[src/rtl/hs_pkg.sv]
package hs_pkg;
  localparam int NCOLS      = 132;
  localparam int NSYM       = 48;
  localparam int NSLUG      = 240;
  localparam int NSUB       = 3;
  localparam int SUB_OFFSET = 44;
  localparam int SCAN_SLOTS = 150;
  localparam int NSCANS     = 48;
  localparam int CODEW      = 6;

  localparam int PER_SUB = NCOLS / NSUB;
  localparam int COLW    = $clog2(NCOLS);
  localparam int SLOTW   = $clog2(SCAN_SLOTS);
  localparam int SCANW   = $clog2(NSCANS);
  localparam int SUBW    = $clog2(NSUB + 1);
  localparam int POSW    = $clog2(PER_SUB);
  localparam int BUFW    = NCOLS * CODEW;

  typedef struct packed {
    logic             load;
    logic             slotValid;
    logic [COLW-1:0]  col;
    logic [SCANW-1:0] scan;
    logic [SUBW-1:0]  sub;
  } strobe_t;
endpackage

[src/rtl/hs_ctrl.sv]
module hs_ctrl
  import hs_pkg::*;
(
  input  logic    clk,
  input  logic    rstN,
  input  logic    start,
  output strobe_t strb,
  output logic    lineDone
);
  logic             busy;
  logic [SLOTW-1:0] slot;
  logic [SCANW-1:0] scan;
  logic [POSW-1:0]  pos;
  logic [SUBW-1:0]  sub;
  logic             lastSlot;
  logic             hammerSlot;

  assign lastSlot   = (int'(slot) == SCAN_SLOTS - 1);
  assign hammerSlot = (int'(slot) < NCOLS);

  always_ff @(posedge clk) begin
    if (!rstN) begin
      busy     <= 1'b0;
      slot     <= '0;
      scan     <= '0;
      pos      <= '0;
      sub      <= '0;
      lineDone <= 1'b0;
    end else begin
      lineDone <= 1'b0;
      if (!busy) begin
        if (start) begin
          busy <= 1'b1;
          slot <= '0;
          scan <= '0;
          pos  <= '0;
          sub  <= '0;
        end
      end else if (lastSlot) begin
        slot <= '0;
        pos  <= '0;
        sub  <= '0;
        if (int'(scan) == NSCANS - 1) begin
          busy     <= 1'b0;
          lineDone <= 1'b1;
        end else begin
          scan <= scan + 1'b1;
        end
      end else begin
        slot <= slot + 1'b1;
        if (hammerSlot) begin
          if (int'(pos) == PER_SUB - 1) begin
            pos <= '0;
            sub <= sub + 1'b1;
          end else begin
            pos <= pos + 1'b1;
          end
        end
      end
    end
  end

  always_comb begin
    strb.load      = start && !busy;
    strb.slotValid = busy && hammerSlot;
    strb.col       = COLW'(int'(pos) * NSUB + int'(sub));
    strb.scan      = scan;
    strb.sub       = sub;
  end

  // the completion pulse lasts a single cycle and the sequencer is idle during it
  a_r7_done_single: assert property (@(posedge clk) disable iff (!rstN)
    lineDone |=> !lineDone);
  a_r7_done_idle: assert property (@(posedge clk) disable iff (!rstN)
    lineDone |-> !busy);

  // a start during a line leaves the slot count running
  a_r8_start_ignored: assert property (@(posedge clk) disable iff (!rstN)
    (busy && start && !lastSlot) |=> (busy && slot == $past(slot) + 1'b1));
endmodule

[src/rtl/hs_datapath.sv]
module hs_datapath
  import hs_pkg::*;
(
  input  logic            clk,
  input  logic            rstN,
  input  strobe_t         strb,
  input  logic [BUFW-1:0] lineBuf,
  output logic            fire,
  output logic [COLW-1:0] fireCol
);
  logic [CODEW-1:0] lineReg [NCOLS];
  logic [NCOLS-1:0] struck;
  logic [CODEW-1:0] slugSym;
  logic [CODEW-1:0] wanted;
  logic             match;

  always_comb begin
    int sum;
    sum     = int'(strb.scan) + int'(strb.col) + SUB_OFFSET * int'(strb.sub);
    slugSym = CODEW'((sum % NSLUG) % NSYM);
    wanted  = lineReg[strb.col];
    match   = strb.slotValid && (int'(wanted) < NSYM) &&
              (wanted == slugSym) && !struck[strb.col];
  end

  always_ff @(posedge clk) begin
    if (!rstN) begin
      fire    <= 1'b0;
      fireCol <= '0;
      struck  <= '0;
    end else begin
      fire <= match;
      if (match) fireCol <= strb.col;
      if (strb.load) struck <= '0;
      else if (match) struck[strb.col] <= 1'b1;
    end
  end

  always_ff @(posedge clk) begin
    if (strb.load) begin
      for (int j = 0; j < NCOLS; j++) lineReg[j] <= lineBuf[j*CODEW +: CODEW];
    end
  end

  // nothing strikes after a sync slot or while idle
  a_r4_sync_quiet: assert property (@(posedge clk) disable iff (!rstN)
    !strb.slotValid |=> !fire);

  // a column already struck in this line stays quiet
  a_r5_no_refire: assert property (@(posedge clk) disable iff (!rstN)
    (strb.slotValid && struck[strb.col]) |=> !fire);

  // the reported column always names a real hammer
  a_r3_col_range: assert property (@(posedge clk) disable iff (!rstN)
    fire |-> (int'(fireCol) < NCOLS));
endmodule

[src/rtl/hammer_sched.sv]
module hammer_sched
  import hs_pkg::*;
(
  input  logic            clk,
  input  logic            rstN,
  input  logic            start,
  input  logic [BUFW-1:0] lineBuf,
  output logic            fire,
  output logic [COLW-1:0] fireCol,
  output logic            lineDone
);
  strobe_t strb;

  hs_ctrl u_ctrl (
    .clk      (clk),
    .rstN     (rstN),
    .start    (start),
    .strb     (strb),
    .lineDone (lineDone)
  );

  hs_datapath u_dp (
    .clk     (clk),
    .rstN    (rstN),
    .strb    (strb),
    .lineBuf (lineBuf),
    .fire    (fire),
    .fireCol (fireCol)
  );
endmodule

[config.mk]
export PLATFORM = sky130hd
export DESIGN_NAME = hammer_sched
export DESIGN_NICKNAME = d
export VERILOG_FILES = /design/src/rtl/hs_pkg.sv /design/src/rtl/hs_ctrl.sv /design/src/rtl/hs_datapath.sv /design/src/rtl/hammer_sched.sv
export SDC_FILE = /design/constraint.sdc
export NUM_CORES = 1
export LEC_CHECK = 0
export ABC_AREA = 1
export CORE_AREA = 2 2 317 319
export CTS_CLUSTER_SIZE = 14
export DETAILED_ROUTE_END_ITERATION = 6
export DIE_AREA = 0 0 319 321
export PLACE_DENSITY_LB_ADDON = 0.3
export SLEW_MARGIN = 20
export SYNTH_ARGS = -nofsm -noshare
export SYNTH_HDL_FRONTEND = slang
export SYNTH_HIERARCHICAL = 1
export SYNTH_SLANG_ARGS = --single-unit
[constraint.sdc]
create_clock -name clk -period 77.8 [get_ports clk]
set_input_delay 15.56 -clock clk [delete_from_list [all_inputs] [get_ports clk]]
set_output_delay 15.56 -clock clk [all_outputs]
set_load 0.01 [all_outputs]
==> impl_metrics.tcl <==
set metrics [dict create \
    post-route-period-util_pct 26.2 \
    cts_htree_levels 3 \
    critPathMaxFanout 180 \
    final_common_cell "clkdlybuf4s50_1" \
    hold_path.class "flop to flop" \
    gp_congestion 0.854 \
    core_area_um2 99300 \
    max_slew_margin_pct 19.5 \
    vias_per_cell 5.37 \
    synth_edf_count 792 \
    worstMarginPinSlew_ps 1210 \
    post-cts-setup-buffer-count 0 \
    cap_violations 0 \
    globalRouteOverflowTotal 0 \
    port_buffers 804 \
    die_x_um 319 \
    die_height_um 321 \
    via_count 27800 \
    drv_slew 0 \
    ys_async_sr_fraction_pct 0 \
    tns_ps 0 \
    power.density_nw_per_um2 23.4 \
    start_kind "input port" \
    firstDrtPassIters 6 \
    synth_fp_nets 3833 \
    grt_usage_pct 24.2 \
    post-route-min-period_ps 20360 \
    ys.flop_type "edfxtp_1" \
    synth_area_leader_cell "edfxtp_1" \
    postPlaceCellArea_um2 47300 \
    wl_per_cell_um 24.9 \
    rows 116 \
    hold_violations 0 \
    whs_path_depth 2 \
    holdBufCountCts 0 \
    cts-resized-gates 0 \
    cts_buffer_depth 3 \
    cts_tree "built" \
    synth_area_um2 38000 \
    numCtsBuffers 101 \
    io_pins 805 \
    cts.sinks 957 \
    max_freq_mhz 49.1 \
    yosysSeqAreaShare_pct 71.4 \
    postSynthAreaPerCell_um2 12.6 \
    dp_hpwl_mm 88.6 \
    drtIter0Drc 3168 \
    cp.arrival_ps 20680 \
    syn_inst 3001 \
    start_util_pct 38.2 \
    critPathKind "input port to flop" \
    grt_pass1_vias 27000 \
    rsz0062_at_grt "no" \
    yosys_warnings 6 \
    nNetsFinal 4607 \
    grt_pass1_wl_mm 181 \
    final_design_area_no_fill_um2 50700 \
    cts.clk_slew.worst_paths_ps 60 \
    fin_skew_ps 29.5 \
    areaGrowthSynthToFinish_pct 33.5 \
    rr_worst_depth 23 \
    rrSetupSlack_ps 70100 \
    drcViolationCount 0 \
    ys_ff_latch 957 \
    mostFrequentLayoutCells "clkdlybuf4s50_1 (804), edfxtp_1 (792), nand2_1 (270)" \
    postRouteAntennaNets 0 \
    ys_top_cells_by_area "edfxtp_1 (63%), dfxtp_1 (8.7%), o22ai_1 (4.1%), a22oi_1 (4.0%), nand2_1 (2.7%)" \
    drive_gt1_share_pct 6.11 \
    die_area_um2 102000 \
    worst_setup_path_end_kind "flop" \
    critPathRequiredTime_ps 78120 \
    ir_worst_vdd_mv 0.0175 \
    grt_antenna_before_repair 24 \
    cts-root-buf "clkbuf_16" \
    clk-insertion-delay-late_ps 690 \
    synthDistinctLibCells 52 \
    netlist.area_leader.share_pct 62.7 \
    setup_violations 0 \
    grt_start_max_net_pins 189 \
    status "complete, no violations" \
    wirelength_mm 129 \
    leakagePower_uw 0.0170 \
]
==> where the power goes <==
group	internal [µW]	leakage (µW)	switching [µW]	total (µW)
Sequential	584	0.00887	6.73	590
Clock	278	0.00162	204	483
Combinational	50.9	0.00651	60.0	111
Total	913	0.0170	271	1180
==> cell usage after synthesis, types with 4 or more instances <==
cell / instances
ha_1: 30
fa_1: 7
inv_1: 238
nand2_2: 10
buf_2: 55
xor2_1: 10
o21ai_0: 149
nand3_1: 159
nand4_1: 50
o211ai_1: 4
buf_6: 11
nand2_1: 270
a41oi_1: 11
buf_1: 25
nor2_1: 179
o221ai_1: 9
dfxtp_1: 165
inv_2: 9
a22oi_1: 202
o22a_1: 6
edfxtp_1: 792
a21oi_1: 193
o22ai_1: 249
a21boi_0: 22
nor3_1: 8
clkbuf_1: 86
nor4_1: 10
==> per-layer routing <==
metal | global-route usage (%) | part of all wire (%) | vias up | routed length, µm
met5 | 0 | 0.022 | - | 29
met4 | 7.88 | 2.4 | 4 | 3050
met3 | 4.92 | 8.2 | 159 | 10600
met2 | 40.4 | 49 | 1282 | 63400
met1 | 31.7 | 40 | 13500 | 51900
li1 | - | - | 12800 | -
==> flip-flops by register name (all words and copies together) (netlist names) <==
register         cells
u_ctrl/busy          1
u_dp/fireCol         8
u_ctrl/pos           6
u_ctrl/scan          6
u_dp/struck        132
u_dp/fire            1
u_ctrl/lineDone      1
u_ctrl/sub           2
u_ctrl/slot          8
u_dp/lineReg       792
==> cells by family (layout without fill, tap and decap cells) <==
logic type      Yosys count  count (layout)  share of synthesized area (%)
flops                   957             957                           71.4
compound gates          866             866                           14.2
simple gates            700             700                           8.15
buf+inv                 427            1289                           4.62
fa+ha+maj                37              37                           1.36
xor+xnor                 13              13                          0.300
mux                       1               1                         0.0264
other cells               0              19                              0
==> through the flow <==
step / setup slack, ps / std cells / total power (µW) / hold WS [ps] / utilization (%)
floorplan: 25590 / 3001 / 674 / 430 / -
finish: 57440 / 5180 / 1180 / 452 / 51.0
global route: 57190 / 5178 / 1220 / 471 / 51.0
detailed placement: 56840 / 4969 / 711 / 442 / 47.6
CTS: 57580 / 5160 / 1190 / 451 / 51.0
global placement: 56910 / 4969 / 709 / 436 / 47.6
==> path summary, 6_finish.rpt <==
kind                                       endpoint       startpoint
worst max-delay path            u_dp/lineReg[75][1]            start
worst min-delay path                u_dp/struck[77]  u_dp/struck[77]
worst max register to register      u_dp/struck[27]    u_ctrl/sub[1]
worst min register to register      u_dp/struck[77]  u_dp/struck[77]
==> critical path, cell delays in order <==
cell and delay [ps]:
clkdlybuf4s50_1 540, inv_1 90, nor2_4 90, buf_4 720
buf_12 650, buf_4 940, buf_4 970, buf_4 670
==> final cells by class <==
type,instances,area (µm²)
Antenna cell,19,47.5
Fill cell,8644,48600
Clock buffer,127,2680
Multi-Input combinational cell,1617,9190
Clock inverter,64,632
Timing Repair Buffer,848,8450
Sequential cell,957,27100
Inverter,250,947
Tap cell,1298,1620
Power figures use the tool's default switching activity.
